File: config.mk
export PLATFORM = sky130hd
export DESIGN_NAME = sigrow_read_ctrl
export DESIGN_NICKNAME = d
export VERILOG_FILES = /design/src/rtl/sigrow_pkg.sv /design/src/rtl/sigrow_window.sv /design/src/rtl/sigrow_decode.sv /design/src/rtl/sigrow_read_ctrl.sv
export SDC_FILE = /design/constraint.sdc
export NUM_CORES = 1
export LEC_CHECK = 0
export BUFFER_PORTS_ARGS = -buffer_cell sky130_fd_sc_hd__buf_2
export CORE_UTILIZATION = 48
export DETAILED_ROUTE_END_ITERATION = 12
export PLACE_DENSITY = 0.91
export SLEW_MARGIN = 20
export SYNTH_ARGS = -nofsm -noshare
export SYNTH_HDL_FRONTEND = slang
export SYNTH_SLANG_ARGS = --single-unit
File: constraint.sdc
create_clock -name clk -period 6.2 [get_ports clk]
set_clock_uncertainty 0.1 [all_clocks]
set_input_delay 0.93 -clock clk [delete_from_list [all_inputs] [get_ports clk]]
set_output_delay 0.93 -clock clk [all_outputs]
set_load 0.03 [all_outputs]
File: src/rtl/sigrow_pkg.sv
package sigrow_pkg;

    localparam int CTRL_W    = 8;
    localparam int EN_BIT    = 0;
    localparam int SIG_BIT   = 1;
    localparam int PTR_W     = 16;
    localparam int BYTE_W    = 8;

    typedef enum logic [2:0] {
        SEL_ID1,
        SEL_ID2,
        SEL_ID3,
        SEL_TRIM,
        SEL_TOFF,
        SEL_TGAIN,
        SEL_NONE
    } sig_sel_e;

    typedef struct packed {
        logic valid;
        logic [BYTE_W-1:0] data;
    } ld_out_t;

endpackage

File: src/rtl/sigrow_window.sv
module sigrow_window #(
    parameter int WINDOW = 3,
    localparam int CW    = $clog2(WINDOW + 1)
) (
    input  logic clk,
    input  logic rst_n,
    input  logic wr_i,
    input  logic wr_en_i,
    input  logic wr_sig_i,
    input  logic consume_i,
    output logic en_o,
    output logic sig_o
);

    typedef struct packed {
        logic en;
        logic sig;
        logic [CW-1:0] age;
    } win_t;

    localparam logic [CW-1:0] AGE_LAST = CW'(WINDOW);
    localparam logic [CW-1:0] AGE_ONE  = CW'(1);

    win_t st_d, st_q;
    logic arm_req;

    assign arm_req = wr_i && wr_en_i && wr_sig_i && !st_q.en;

    always_comb begin
        st_d = st_q;
        if (st_q.en) begin
            if (consume_i || (st_q.age == AGE_LAST)) begin
                st_d.en  = 1'b0;
                st_d.sig = 1'b0;
                st_d.age = '0;
            end else begin
                st_d.age = st_q.age + AGE_ONE;
            end
        end else if (arm_req) begin
            st_d.en  = 1'b1;
            st_d.sig = 1'b1;
            st_d.age = AGE_ONE;
        end
    end

    always_ff @(posedge clk) begin
        if (!rst_n) begin
            st_q <= '0;
        end else begin
            st_q <= st_d;
        end
    end

    assign en_o  = st_q.en;
    assign sig_o = st_q.sig;

    a_r3_clear_after_load: assert property (@(posedge clk) disable iff (!rst_n)
        (st_q.en && consume_i) |=> !st_q.en);

    a_r4_expire: assert property (@(posedge clk) disable iff (!rst_n)
        (st_q.en && !consume_i && st_q.age == AGE_LAST) |=> (!st_q.en && !st_q.sig));

    a_r6_bits_together: assert property (@(posedge clk) disable iff (!rst_n)
        st_q.en == st_q.sig);

    a_r10_age_bound: assert property (@(posedge clk) disable iff (!rst_n)
        st_q.en |-> (st_q.age >= AGE_ONE && st_q.age <= AGE_LAST));

    a_r11_partial_write: assert property (@(posedge clk) disable iff (!rst_n)
        (!st_q.en && wr_i && !(wr_en_i && wr_sig_i)) |=> !st_q.en);

    a_r12_busy_write: assert property (@(posedge clk) disable iff (!rst_n)
        (st_q.en && wr_i && !consume_i && st_q.age != AGE_LAST) |=> (st_q.age == $past(st_q.age) + AGE_ONE));

endmodule

File: src/rtl/sigrow_decode.sv
module sigrow_decode
    import sigrow_pkg::*;
#(
    parameter logic [BYTE_W-1:0] ID1   = 8'h1E,
    parameter logic [BYTE_W-1:0] ID2   = 8'h95,
    parameter logic [BYTE_W-1:0] ID3   = 8'h02,
    parameter logic [BYTE_W-1:0] TRIM  = 8'h9A,
    parameter logic [BYTE_W-1:0] TOFF  = 8'h37,
    parameter logic [BYTE_W-1:0] TGAIN = 8'h84
) (
    input  logic [PTR_W-1:0]  addr_i,
    output logic              hit_o,
    output logic [BYTE_W-1:0] byte_o
);

    sig_sel_e sel;

    always_comb begin
        unique case (addr_i)
            16'h0000: sel = SEL_ID1;
            16'h0002: sel = SEL_ID2;
            16'h0004: sel = SEL_ID3;
            16'h0001: sel = SEL_TRIM;
            16'h0005: sel = SEL_TOFF;
            16'h0007: sel = SEL_TGAIN;
            default:  sel = SEL_NONE;
        endcase
    end

    always_comb begin
        hit_o = 1'b1;
        unique case (sel)
            SEL_ID1:   byte_o = ID1;
            SEL_ID2:   byte_o = ID2;
            SEL_ID3:   byte_o = ID3;
            SEL_TRIM:  byte_o = TRIM;
            SEL_TOFF:  byte_o = TOFF;
            SEL_TGAIN: byte_o = TGAIN;
            default: begin
                byte_o = '1;
                hit_o  = 1'b0;
            end
        endcase
    end

    always_comb begin
        a_r9_reserved_ff: assert (hit_o || byte_o == '1);
    end

endmodule

File: src/rtl/sigrow_read_ctrl.sv
module sigrow_read_ctrl
    import sigrow_pkg::*;
#(
    parameter int WINDOW = 3,
    parameter logic [7:0] ID1   = 8'h1E,
    parameter logic [7:0] ID2   = 8'h95,
    parameter logic [7:0] ID3   = 8'h02,
    parameter logic [7:0] TRIM  = 8'h9A,
    parameter logic [7:0] TOFF  = 8'h37,
    parameter logic [7:0] TGAIN = 8'h84
) (
    input  logic        clk,
    input  logic        rst_n,
    input  logic        reg_wr,
    input  logic [7:0]  reg_wdata,
    output logic [7:0]  reg_rdata,
    input  logic        ld_req,
    input  logic [15:0] ld_addr,
    input  logic [7:0]  flash_rdata,
    output logic        ld_valid,
    output logic [7:0]  ld_rdata
);

    logic armed_en, armed_sig;
    logic dec_hit;
    logic [BYTE_W-1:0] dec_byte;
    logic consume;
    ld_out_t out_d, out_q;

    assign consume = ld_req && armed_en && armed_sig;

    sigrow_window #(.WINDOW(WINDOW)) u_window (
        .clk       (clk),
        .rst_n     (rst_n),
        .wr_i      (reg_wr),
        .wr_en_i   (reg_wdata[EN_BIT]),
        .wr_sig_i  (reg_wdata[SIG_BIT]),
        .consume_i (consume),
        .en_o      (armed_en),
        .sig_o     (armed_sig)
    );

    sigrow_decode #(
        .ID1(ID1), .ID2(ID2), .ID3(ID3),
        .TRIM(TRIM), .TOFF(TOFF), .TGAIN(TGAIN)
    ) u_decode (
        .addr_i (ld_addr),
        .hit_o  (dec_hit),
        .byte_o (dec_byte)
    );

    always_comb begin
        out_d       = out_q;
        out_d.valid = ld_req;
        if (ld_req) begin
            out_d.data = consume ? dec_byte : flash_rdata;
        end
    end

    always_ff @(posedge clk) begin
        if (!rst_n) begin
            out_q <= '0;
        end else begin
            out_q <= out_d;
        end
    end

    always_comb begin
        reg_rdata          = '0;
        reg_rdata[EN_BIT]  = armed_en;
        reg_rdata[SIG_BIT] = armed_sig;
    end

    assign ld_valid = out_q.valid;
    assign ld_rdata = out_q.data;

    a_r1_arm: assert property (@(posedge clk) disable iff (!rst_n)
        (reg_wr && reg_wdata[EN_BIT] && reg_wdata[SIG_BIT] && reg_rdata == 8'h00) |=> (reg_rdata == 8'h03));

    a_r5_flash_path: assert property (@(posedge clk) disable iff (!rst_n)
        (ld_req && reg_rdata == 8'h00) |=> (ld_valid && ld_rdata == $past(flash_rdata)));

    a_r2_valid_follows_req: assert property (@(posedge clk) disable iff (!rst_n)
        ld_req |=> ld_valid);

    a_r9_reserved_clears: assert property (@(posedge clk) disable iff (!rst_n)
        (ld_req && reg_rdata == 8'h03 && !dec_hit) |=> (ld_rdata == 8'hFF && reg_rdata == 8'h00));

endmodule

# [Word level (Yosys, flattened, before mapping)]
# Cells that the tools add are included.
[word_totals] regBits=13 inputBits=36 output_inout_bits=17 wordCells=36
[classes] add_sub_neg=1 eq_ne=12 muxes=7 n_reduce_logical=11
[op_table] op="equality test 16 x 3 -> 1 bit (second input constant)" n=3
[op_table] op="one-hot mux 8 bit (6 select lines)" n=1
[op_table] op="one-hot mux 3 bit (6 select lines)" n=1
[op_table] op="equality test 16 x 1 -> 1 bit (second input constant)" n=1
[op_table] op="equality test 16 x 2 -> 1 bit (second input constant)" n=1
[op_table] op="zero test 16 bit" n=1
[op_table] op="two-way mux 4 bit" n=2
[op_table] op="two-way mux 8 bit" n=1
[op_table] op="equality test 3 x 2 -> 1 bit (second input constant)" n=2
[op_table] op="equality test 3 bit (second input constant)" n=2
[op_table] op="logical AND 1 bit" n=5
[op_table] op="two-way mux 2 bit" n=2
[op_table] op="equality test 3 x 1 -> 1 bit (second input constant)" n=1
[op_table] op="zero test 3 bit" n=1
[op_table] op="adder 2 x 1 -> 2 bit (second input constant)" n=1
[op_table] op="equality test 2 bit (second input constant)" n=1
[op_table] op="inequality test 2 bit (second input constant)" n=1
[op_table] op="AND reduction 2 bit" n=1
[op_table] op="nonzero test 2 bit" n=1
[op_table] op="zero test 1 bit" n=1
[op_table] op="logical OR 1 bit" n=1

# [Longest topological paths before layout]
# Gate-level depths: netlist of run 1.
[logic_depth] word_depth=5 ltp_mapped=11

# [Modules after synthesis]
# From an unflattened synthesis of run 1, not the netlist that was laid out.
[unflattened] hier_cells=136 hier_area_um2=1093.5
[modules_own_cells] mod="sigrow_read_ctrl" n_inst=1 cells_each=58 area_per_inst_um2=523.0 seq_area_each_um2=180.2
[modules_own_cells] mod="sigrow_decode" n_inst=1 cells_each=60 area_per_inst_um2=389.1 seq_area_each_um2=0.0
[modules_own_cells] mod="sigrow_window" n_inst=1 cells_each=18 area_per_inst_um2=181.4 seq_area_each_um2=80.1

# [Worst setup path after synthesis of run 1]
# No wires, ideal clock.
[synth_timing] kind="input -> register" startpoint="input port ld_addr[3]" endpoint="register out_q, in the netlist ld_rdata[6]" t_arrival_ns=2.707 setup_slack_ns=3.278 stages=9 n_path_buf=1 cell_sequence="nor4_2 > and4_1 > buf_6 > nand3_1 > ha_1 > and2_2 > a32oi_2 > o221ai_2 > and2_1"
[synth_between] elab_chain_cells=5
[synth_rtl] element="from (decl)" line_no="sigrow_read_ctrl.sv:18" source="input logic [15:0] ld_addr,"
[synth_rtl] element="equality test 16 x 3 -> 1 bit (tied with other cells)" line_no="sigrow_decode.sv:19" source="unique case (addr_i)"
[synth_rtl] element="one-hot mux 3 bit (6 select lines) (*)" line_no="sigrow_decode.sv:19"
[synth_rtl] element="equality test 3 bit (tied with other cells)"
[synth_rtl] element="one-hot mux 8 bit (6 select lines) (*)" line_no="sigrow_decode.sv:32" source="unique case (sel)"
[synth_rtl] element="two-way mux 8 bit (*)" line_no="sigrow_read_ctrl.sv:56" source="out_d.data = consume ? dec_byte : flash_rdata;"
[synth_rtl] element="to (signal assigned)" line_no="sigrow_read_ctrl.sv:64" source="out_q <= out_d;"
[synth_rtl] element="to (decl)" line_no="sigrow_read_ctrl.sv:28" source="ld_out_t out_d, out_q;"
# Mark *: on every way between the ends. The rest lies on a longest branch, timed or not.
# A chain may end at the register's enable or synchronous reset.

# [Worst setup path in the final report of run 1]
# Ends and elaborated chain as after synthesis.

==> run_results.csv, run 1 <==
group,metric,value,unit
layout,fillers,208,
cts,clock-root-buffer,"clkbuf_4",
detailed_routing,route.detailed.wl_per_inst,12.3,um
layout,syn2layout_area_growth,17.1,%
grt,grt_start_max_net_pins,15,
critical_path,crit_path_end_kind,"flop",
detailed_routing,ant_nets,0,
yosys,async_reset_ff_share,0,%
sta,slew_viol_final,0,
place,place_congestion,0.921,
yosys,yosysTopAreaCellShare,26.0,%
sta,fin_crit_sh,49.2,%
power,p_leak,0.545,nW
sta,tns,0,ns
layout,register_area,260,um^2
detailed_routing,vias_per_cell,5.40,
detailed_routing,wl,2.25,mm
place,dpl.hpwl,1.79,mm
place,place_inst,178,
cts,post_cts_buffers,0,
floorplanning,start_util,51.0,%
yosys,synth_edf_count,0,
power,seqPwrFrac,46.4,%
power,swShare,32.4,%
grt,overflow,0,
yosys,synth_top_area_cell,"dfxtp_1",
sta,rsz0062_at_grt,"no",
power,power_switching,63.9,uW
power,power.internal,133,uW
yosys,synth_cell_types,44,
yosys,synth_area_leaders,"dfxtp_1, buf_4, o21ai_0, a31oi_1, ha_1",
flow_run,cap_violations,0,
floorplanning,die_w,47.7,um
cts,clk_latency,0.28,ns
sta,setup_violations,0,
detailed_routing,first_pass_iters,4,
layout,multi_input_area,626,um^2
layout,drive_gt1_share,36.8,%
floorplanning,core_area,0.00196,mm^2
floorplanning,ioPinCount,53,
floorplanning,die_y,47.7,um
critical_path,crit_type,"in2reg",
grt,track_usage,21.3,%
yosys,synthFlopType,"dfxtp_1",
detailed_routing,via_count,983,
yosys,synthCells,121,
power,clock_power_share,27.1,%
detailed_routing,drcViolationCount,0,
min_path,hp-class,"reg2reg",
yosys,yosysSeqAreaShare,26.0,%
power,max-vdd-ir-drop,0.0803,mV
cts,cts_made_buffers,3,
critical_path,path_max_fanout,10,
floorplanning,dieArea,0.00227,mm^2
cts,htreeDepth,1,
cts,cts_tree,"done",
sta,hold_violations,0,
critical_path,startpoint_type,"input pin",
layout,nets,195,
grt,grt_pass1_vias,862,
power,comb_power_share,26.5,%
yosys,netlist_area,0.00100,mm^2
cts,clock_path_buffers,2,
power,power_density,168,mW/mm^2
floorplanning,row_count,16,
grt,grt_pass1_wl,3.39,mm
cts,clkSlewWorstSetupHoldPaths,0.07,ns
cts,cts.repair.resized,0,
yosys,synth_warnings,0,
yosys,syn_avg_cell_area,8.27,um^2
cts,cts_sinks,13,
critical_path,cp.arrival,3.13,ns
place,portBuffers,40,
sta,fin_crit,3.05,ns
detailed_routing,first_iter_violations,18,
yosys,synth-seq-cells,13,
critical_path,required,6.28,ns
sta,fmaxAchievable,0.328,GHz
layout,num_antenna_cells,0,
layout,finalNonFillerCells,182,
grt,antenna_found_initial,0,
status,status,"completed",
cts,hold_buffers,0,
worst paths after layout:
path	to	slack, ns	cells after the start	from
hold reg to reg	ld_rdata[2]$_SDFFE_PN0P_	0.44	2	ld_rdata[2]$_SDFFE_PN0P_
hold / removal	ld_rdata[2]$_SDFFE_PN0P_	0.44	2	ld_rdata[2]$_SDFFE_PN0P_
setup reg to reg	ld_rdata[6]$_SDFFE_PN0P_	4.75	4	u_window.en_o$_SDFF_PN0_
setup / recovery	ld_rdata[6]$_SDFFE_PN0P_	3.15	9	ld_addr[3]
cells in the final DEF, fill, tap and decap left out, types with 2 or more instances in the layout:
cell      count
a21oi_1       5
dfxtp_1      13
nand3_1       7
a31oi_1       6
o21a_1        2
mux2_2        3
xnor2_1       2
nor3_1        2
o21ai_0       9
ha_1          3
nand3b_1      2
and2_2        2
inv_1         7
buf_2        40
and2_1        5
clkbuf_4      3
conb_1        6
nor4_2        2
nor2_1        8
nand2_1       5
kinds of logic after synthesis:
| family | Yosys count | share of synthesized area (%) |
|---|---|---|
| muxes | 3 | 3.37 |
| adders and majority gates | 4 | 4.88 |
| other | 1 | 0.375 |
| xor gates and xnor gates | 3 | 2.63 |
| and+or+nand+nor | 40 | 24.5 |
| AOI/OAI and AO/OA | 35 | 24.9 |
| buffers and inverters | 22 | 13.4 |
| DFF | 13 | 26.0 |
power groups by stage:
stage,Combinational [mW],Clock (mW),Sequential [mW]
3_3_place_gp,0.0502,0,0.0932
6_report,0.0523,0.0534,0.0915
3_5_place_dp,0.0523,0,0.0936
4_1_cts,0.0524,0.0526,0.0916
2_1_floorplan,0.0315,0,0.100
5_1_grt,0.0570,0.0577,0.0922
per-stage QoR:
stage | area [um^2] | util (%) | hold WS, ns | worst slack (ns) | power, mW
4_1_cts | 1170 | 59.8 | 0.438 | 3.16 | 0.197
6_report | 1170 | 59.8 | 0.442 | 3.15 | 0.197
3_3_place_gp | 1150 | 58.4 | 0.424 | 2.95 | 0.143
5_1_grt | 1170 | 59.8 | 0.494 | 2.94 | 0.207
2_1_floorplan | 1020 | - | 0.426 | 3.28 | 0.132
3_5_place_dp | 1150 | 58.4 | 0.428 | 2.87 | 0.146
final cells by class:
cell class                      count  area share (%)
Timing Repair Buffer               40            17.1
Tap cell                           27            2.88
Multi-Input combinational cell     91            53.4
Clock buffer                        4            2.24
Inverter                            7            2.24
Sequential cell                    13            22.2
worst max-delay path: stages:
cell and delay [ns]:
buf_2 0.10, nor4_2 0.29, and4_1 0.44, nand3_1 0.17, ha_1 0.42, and2_2 0.24
a32oi_2 0.25, o221ai_2 0.12, and2_1 0.17
per-layer routing:
metal / vias up / GRT usage [%] / share of wire [%]
li1: 489 / - / -
met1: 446 / 22.2 / 41
met2: 44 / 40.5 / 51
met3: 4 / 3.77 / 6.3
met4: 0 / 10.6 / 1.5
met5: - / 0 / 0
flip-flops by register name, summed over array words and instances, names as in the netlist:
register / count
ld_rdata: 8
u_window.st_q: 2
ld_valid: 1
u_window.en_o: 1
u_window.sig_o: 1
synthesized netlist by cell type (2+ instances only):
| cell | number |
|---|---|
| buf_6 | 2 |
| clkbuf_1 | 2 |
| a21oi_1 | 5 |
| nand2_1 | 5 |
| nor3_1 | 2 |
| buf_4 | 9 |
| o21a_1 | 2 |
| buf_2 | 2 |
| nand3_1 | 7 |
| mux2_2 | 3 |
| and2_1 | 5 |
| xnor2_1 | 2 |
| dfxtp_1 | 13 |
| ha_1 | 3 |
| nand3b_1 | 2 |
| o21ai_0 | 9 |
| nor2_1 | 8 |
| and2_2 | 2 |
| inv_1 | 7 |
| a31oi_1 | 6 |
| nor4_2 | 2 |
Note: power is estimated with default switching activity, not from simulation.
==> run 2: changes to the inputs <==
--- a/config.mk
+++ b/config.mk
@@ -5,10 +5,11 @@
 export SDC_FILE = /design/constraint.sdc
 export NUM_CORES = 1
 export LEC_CHECK = 0
+export ABC_AREA = 1
 export BUFFER_PORTS_ARGS = -buffer_cell sky130_fd_sc_hd__buf_2
-export CORE_UTILIZATION = 48
+export CORE_UTILIZATION = 44
 export DETAILED_ROUTE_END_ITERATION = 12
-export PLACE_DENSITY = 0.91
+export PLACE_DENSITY = 0.84
 export SLEW_MARGIN = 20
 export SYNTH_ARGS = -nofsm -noshare
 export SYNTH_HDL_FRONTEND = slang
==> constraint.sdc (replaced) <==
create_clock -name clk -period 2.9 [get_ports clk]
set_clock_uncertainty 0.1 [all_clocks]
set_input_delay 0.435 -clock clk [delete_from_list [all_inputs] [get_ports clk]]
set_output_delay 0.435 -clock clk [all_outputs]
set_load 0.03 [all_outputs]
==> run 2 against run 1 <==
Net effect: global-route usage down 3.4 points; sequential share of layout area down 1.0 points; register-to-register slack worse by 3.3 ns; sequential cell count unchanged; non-clock buffer count unchanged; worst setup slack worse by 2.1 ns; sequential power up 110%; cell area up 4.7%; synthesized area up 1.1%; via count up 3.4%; first-iteration DRC count unchanged; critical path type unchanged; highest routed layer unchanged.
==> run_results.csv, run 2 <==
group,metric,value,unit
place,portBuffers,40,
cts,cts_tree,"done",
cts,cts_made_buffers,3,
flow_run,cap_violations,0,
detailed_routing,ant_nets,0,
sta,fin_crit_sh,64.1,%
yosys,yosysSeqAreaShare,25.7,%
yosys,synth_cell_types,25,
power,max-vdd-ir-drop,0.313,mV
critical_path,cp.arrival,1.93,ns
floorplanning,die_w,50.0,um
cts,clock_path_buffers,2,
cts,cts_sinks,13,
yosys,synthFlopType,"dfxtp_1",
critical_path,cp-endpoint,"ld_rdata[3]$_SDFFE_PN0P_",
detailed_routing,wl,1.93,mm
critical_path,path_max_fanout,8,
layout,syn2layout_area_growth,21.3,%
yosys,synth-seq-cells,13,
sta,fin_crit,1.86,ns
critical_path,r2r_cells,7,
yosys,synth_area_leaders,"dfxtp_1, nand2_1, buf_4, nor2_1, nand2_2",
cts,htreeDepth,1,
sta,fmaxAchievable,0.538,GHz
grt,grt_pass1_vias,885,
grt,grt_pass1_wl,3.42,mm
layout,drive_gt1_share,36.2,%
sta,hold_violations,0,
min_path,hp-class,"in2reg",
sta,tns,0,ns
layout,largest_register_ffs,8,
detailed_routing,first_pass_iters,4,
critical_path,r2r-end,"u_window.st_q[0]$_SDFFE_PN0P_",
yosys,async_reset_ff_share,0,%
critical_path,regToRegStartpoint,"u_window.en_o$_SDFF_PN0_",
yosys,synth_most_common_cell,"nand2_1",
yosys,synth.top_cells.by_count,"nand2_1, nor2_1, dfxtp_1, inv_1, a21oi_1",
place,dpl.hpwl,1.57,mm
floorplanning,core_area,0.00219,mm^2
detailed_routing,vias_per_cell,4.54,
cts,post_cts_buffers,0,
critical_path,crit_path_end_kind,"flop",
critical_path,startpoint_type,"input pin",
sta,setup_violations,0,
critical_path,r2r_setup_slack,1.43,ns
critical_path,required,2.97,ns
critical_path,critPathLaunch,"ld_addr[15]",
sta,rsz0062_at_grt,"no",
cts,hold_buffers,0,
cts,cts.repair.resized,0,
cts,clkSlewWorstSetupHoldPaths,0.08,ns
floorplanning,ioPinCount,53,
cts,clock-root-buffer,"clkbuf_4",
status,status,"completed",
layout,num_antenna_cells,0,
place,place_inst,220,
sta,slew_viol_final,0,
yosys,netlist_area,0.00101,mm^2
detailed_routing,drcViolationCount,0,
yosys,synth_top_area_cell,"dfxtp_1",
grt,antenna_found_initial,0,
detailed_routing,route.detailed.wl_per_inst,8.60,um
layout,finalNonFillerCells,224,
layout,final_common_cell,"nand2_1",
detailed_routing,via_count,1016,
grt,grt_start_max_net_pins,11,
layout,mostFrequentLayoutCells,"nand2_1, buf_2, nor2_1",
detailed_routing,first_iter_violations,18,
floorplanning,start_util,46.2,%
yosys,synthCells,156,
power,power_density,334,mW/mm^2
grt,track_usage,17.9,%
critical_path,crit_type,"in2reg",
yosys,synth_edf_count,0,
floorplanning,row_count,17,
grt,overflow,0,
layout,nets,236,
floorplanning,die_y,50.0,um
cts,clk_latency,0.28,ns
yosys,yosysTopAreaCellShare,25.7,%
layout,fillers,226,
yosys,syn_avg_cell_area,6.49,um^2
floorplanning,dieArea,0.00250,mm^2
power,p_leak,0.708,nW
yosys,synth_warnings,0,
place,place_congestion,0.807,
-- run 2: worst min path at each step --
stage / start / to / slack, ns / cells after the start
final: rst_n / ld_rdata[4]$_SDFFE_PN0P_ / 0.31 / 3
after global routing: rst_n / ld_rdata[4]$_SDFFE_PN0P_ / 0.33 / 3
after CTS: rst_n / ld_rdata[4]$_SDFFE_PN0P_ / 0.31 / 3
after detailed placement: ld_rdata[2]$_SDFFE_PN0P_ / ld_rdata[2]$_SDFFE_PN0P_ / 0.36 / 2
after global placement: ld_rdata[6]$_SDFFE_PN0P_ / ld_rdata[6]$_SDFFE_PN0P_ / 0.36 / 2
after floorplan: u_window.st_q[1]$_SDFFE_PN0P_ / u_window.st_q[1]$_SDFFE_PN0P_ / 0.37 / 2
-- run 2: critical path: stages --
cell and delay [ns]:
buf_2 0.10, nor2_2 0.10, nand2_2 0.09, nor2_8 0.17, nand4_2 0.17, ha_1 0.28, nand3_2 0.11, nand3_2 0.11
a21oi_1 0.16, nand2_1 0.06, nand2_1 0.07, a21oi_2 0.05
-- run 2: per-layer routing --
layer	track usage [%]	wire, um
met5	0	0
met4	5.71	8
met3	5.56	89
met2	31.5	937
met1	20.1	891
-- run 2: per-stage QoR --
stage / power, mW / utilization, % / hold WS, ns / setup slack, ns / area [um^2]
6_report: 0.410 / 56.0 / 0.314 / 1.04 / 1230
5_1_grt: 0.438 / 56.0 / 0.326 / 0.897 / 1230
4_1_cts: 0.415 / 56.0 / 0.312 / 1.04 / 1230
3_5_place_dp: 0.301 / 54.8 / 0.358 / 0.742 / 1200
3_3_place_gp: 0.300 / 54.8 / 0.357 / 0.790 / 1200
2_1_floorplan: 0.274 / - / 0.365 / 1.01 / 1030
-- run 2: area by class of cell --
| type | instances | area [um^2] | share of cell area [%] |
|---|---|---|---|
| timing repair buffer | 40 | 200 | 16.3 |
| multi-input combinational | 120 | 634 | 51.7 |
| inverter | 19 | 71.3 | 5.81 |
| sequential | 13 | 260 | 21.2 |
| clock buffer | 4 | 26.3 | 2.14 |
| tap | 28 | 35.0 | 2.85 |
-- run 2: report_power, final --
part	leakage, nW	total [mW]	switching, mW	internal, mW
registers	0.107	0.195	0.00625	0.189
logic	0.586	0.102	0.0660	0.0361
clock network	0.0150	0.113	0.0596	0.0534
total	0.708	0.410	0.132	0.278
-- run 2: kinds of logic after synthesis --
group	Yosys count	share of synthesized area [%]
other	1	0.370
adders and majority gates	3	3.71
AOI/OAI and AO/OA	22	12.6
DFF	13	25.7
buffers and inverters	28	13.5
and+or+nand+nor	89	44.1
==> run 3: changes to the inputs <==
==> constraint.sdc (replaced) <==
create_clock -name clk -period 1.87 [get_ports clk]
set_clock_uncertainty 0.1 [all_clocks]
set_input_delay 0.2805 -clock clk [delete_from_list [all_inputs] [get_ports clk]]
set_output_delay 0.2805 -clock clk [all_outputs]
set_load 0.03 [all_outputs]
==> run 3 against run 2 <==
Net effect: hold slack worse by 0.15 ns; cell area is 4.9% higher; combinational power is 65% higher; critical path depth is 3 higher; critical endpoint unchanged; largest power group unchanged.
==> run_results.csv, run 3 (synthesis results as in run 2) <==
group,metric,value,unit
grt,grt_pass1_vias,947,
layout,register_area,260,um^2
sta,rsz0062_at_grt,"no",
sta,setup_violations,0,
cts,cts_sinks,13,
place,dpl.hpwl,1.70,mm
power,swShare,31.7,%
cts,clock_path_buffers,2,
sta,hold_ws,0.161,ns
cts,cts.repair.resized,0,
grt,grt_pass1_wl,3.63,mm
sta,slew_viol_final,0,
detailed_routing,ant_nets,0,
grt,grt_start_max_net_pins,11,
flow_run,cap_violations,0,
power,power_density,499,mW/mm^2
detailed_routing,wl,2.09,mm
cts,post_cts_buffers,0,
power,clock_power_share,26.8,%
power,comb_power_share,26.1,%
critical_path,cp.arrival,1.75,ns
detailed_routing,first_iter_violations,22,
cts,clkSlewWorstSetupHoldPaths,0.07,ns
grt,track_usage,18.9,%
critical_path,r2r_setup_slack,0.38,ns
cts,hold_buffers,0,
critical_path,regToRegStartpoint,"u_window.en_o$_SDFF_PN0_",
place,place_congestion,0.779,
layout,nets,244,
sta,hold_violations,0,
sta,fin_crit,1.68,ns
detailed_routing,route.detailed.wl_per_inst,9.00,um
critical_path,path_max_fanout,4,
grt,overflow,0,
floorplanning,ioPinCount,53,
detailed_routing,first_pass_iters,4,
sta,fmaxAchievable,0.594,GHz
min_path,hp-class,"in2reg",
power,power_switching,203,uW
floorplanning,core_area,0.00219,mm^2
critical_path,critPathMaxStageDelay,0.21,ns
critical_path,crit_path_end_kind,"flop",
status,status,"completed",
layout,num_antenna_cells,0,
cts,clk_latency,0.28,ns
critical_path,crit_slowest_cell,"ha_1",
critical_path,critPathLaunch,"ld_addr[0]",
layout,mostFrequentLayoutCells,"nand2_1, buf_2, nor2_1",
layout,largest_register_ffs,8,
layout,final_common_cell,"nand2_1",
sta,fin_crit_sh,90.1,%
layout,drive_gt1_share,38.7,%
power,seqPwrFrac,47.1,%
power,max-vdd-ir-drop,0.366,mV
cts,cts_tree,"done",
cts,htreeDepth,1,
power,power.internal,439,uW
detailed_routing,drcViolationCount,0,
layout,syn2layout_area_growth,27.2,%
critical_path,crit_type,"in2reg",
floorplanning,die_w,50.0,um
min_path,min_from,"rst_n",
critical_path,crit_chain,"buf_2 -> nor2_1 -> and2_1 -> nor2_1 -> nor2_1 -> inv_1 -> ha_1 -> nand3_2 -> nand2_2 -> inv_2 -> nand2_2 -> nand2_1 -> nand2_1 -> nand2_1 -> a21oi_2",
layout,fin_area,0.00129,mm^2
layout,fin_util,58.8,%
critical_path,required,1.93,ns
detailed_routing,vias_per_cell,4.53,
layout,multi_input_area,634,um^2
power,p_leak,0.747,nW
grt,antenna_found_initial,0,
detailed_routing,via_count,1051,
floorplanning,row_count,17,
layout,fillers,227,
place,portBuffers,40,
critical_path,startpoint_type,"input pin",
cts,clock-root-buffer,"clkbuf_4",
place,dpl-instance-area,0.00126,mm^2
floorplanning,dieArea,0.00250,mm^2
floorplanning,die_y,50.0,um
floorplanning,start_util,46.2,%
cts,cts_made_buffers,3,
run 3: cell count changes in the layout (fill, tap and decap cells not counted), sizes merged:
cell | previous run | this run
buf | 40 | 48
run 3: final timing paths:
check                                       end  cells past startpoint
hold reg to reg        ld_rdata[2]$_SDFFE_PN0P_                      2
hold / removal              ld_valid$_SDFF_PN0_                      3
setup / recovery       ld_rdata[3]$_SDFFE_PN0P_                     15
setup reg to reg  u_window.st_q[0]$_SDFFE_PN0P_                      7
run 3: cell type report:
cell class / instances / share of cell area, %
multi-input combinational: 120 / 49.3
sequential: 13 / 20.2
timing repair buffer: 48 / 20.2
inverter: 19 / 5.54
tap: 28 / 2.72
clock buffer: 4 / 2.04
run 3: power groups by stage:
stage / combinational [mW] / clock (mW) / sequential [mW]
after global placement: 0.164 / 0 / 0.309
final: 0.168 / 0.172 / 0.303
after global routing: 0.185 / 0.196 / 0.305
after floorplan: 0.0931 / 0 / 0.332
after CTS: 0.168 / 0.181 / 0.303
after detailed placement: 0.167 / 0 / 0.309
run 3: critical path: cells and delay by family:
| family | cells | cell delay, ns |
|---|---|---|
| compound gates | 1 | 0.05 |
| fa+ha+maj | 1 | 0.21 |
| buf+inv | 3 | 0.27 |
| simple gates | 10 | 0.94 |
run 3: through the flow:
step                      worst slack [ns]  total power [mW]  setup TNS, ns  cells
final                                0.185             0.642              0    232
after global routing                0.0126             0.686              0    232
after CTS                            0.208             0.651              0    232
after detailed placement           -0.0901             0.476         -0.267    228
after global placement             -0.0434             0.473        -0.0907    228
after floorplan                      0.135             0.425              0    161
run 3: layer usage:
layer / wire length [um] / track usage, % / vias up / share of wire (%)
li1: - / - / 572 / -
met1: 930 / 19.9 / 450 / 45
met2: 1040 / 35.1 / 27 / 50
met3: 110 / 5.86 / 2 / 5.3
met4: 5 / 5.71 / 0 / 0.24
met5: 0 / 0 / - / 0
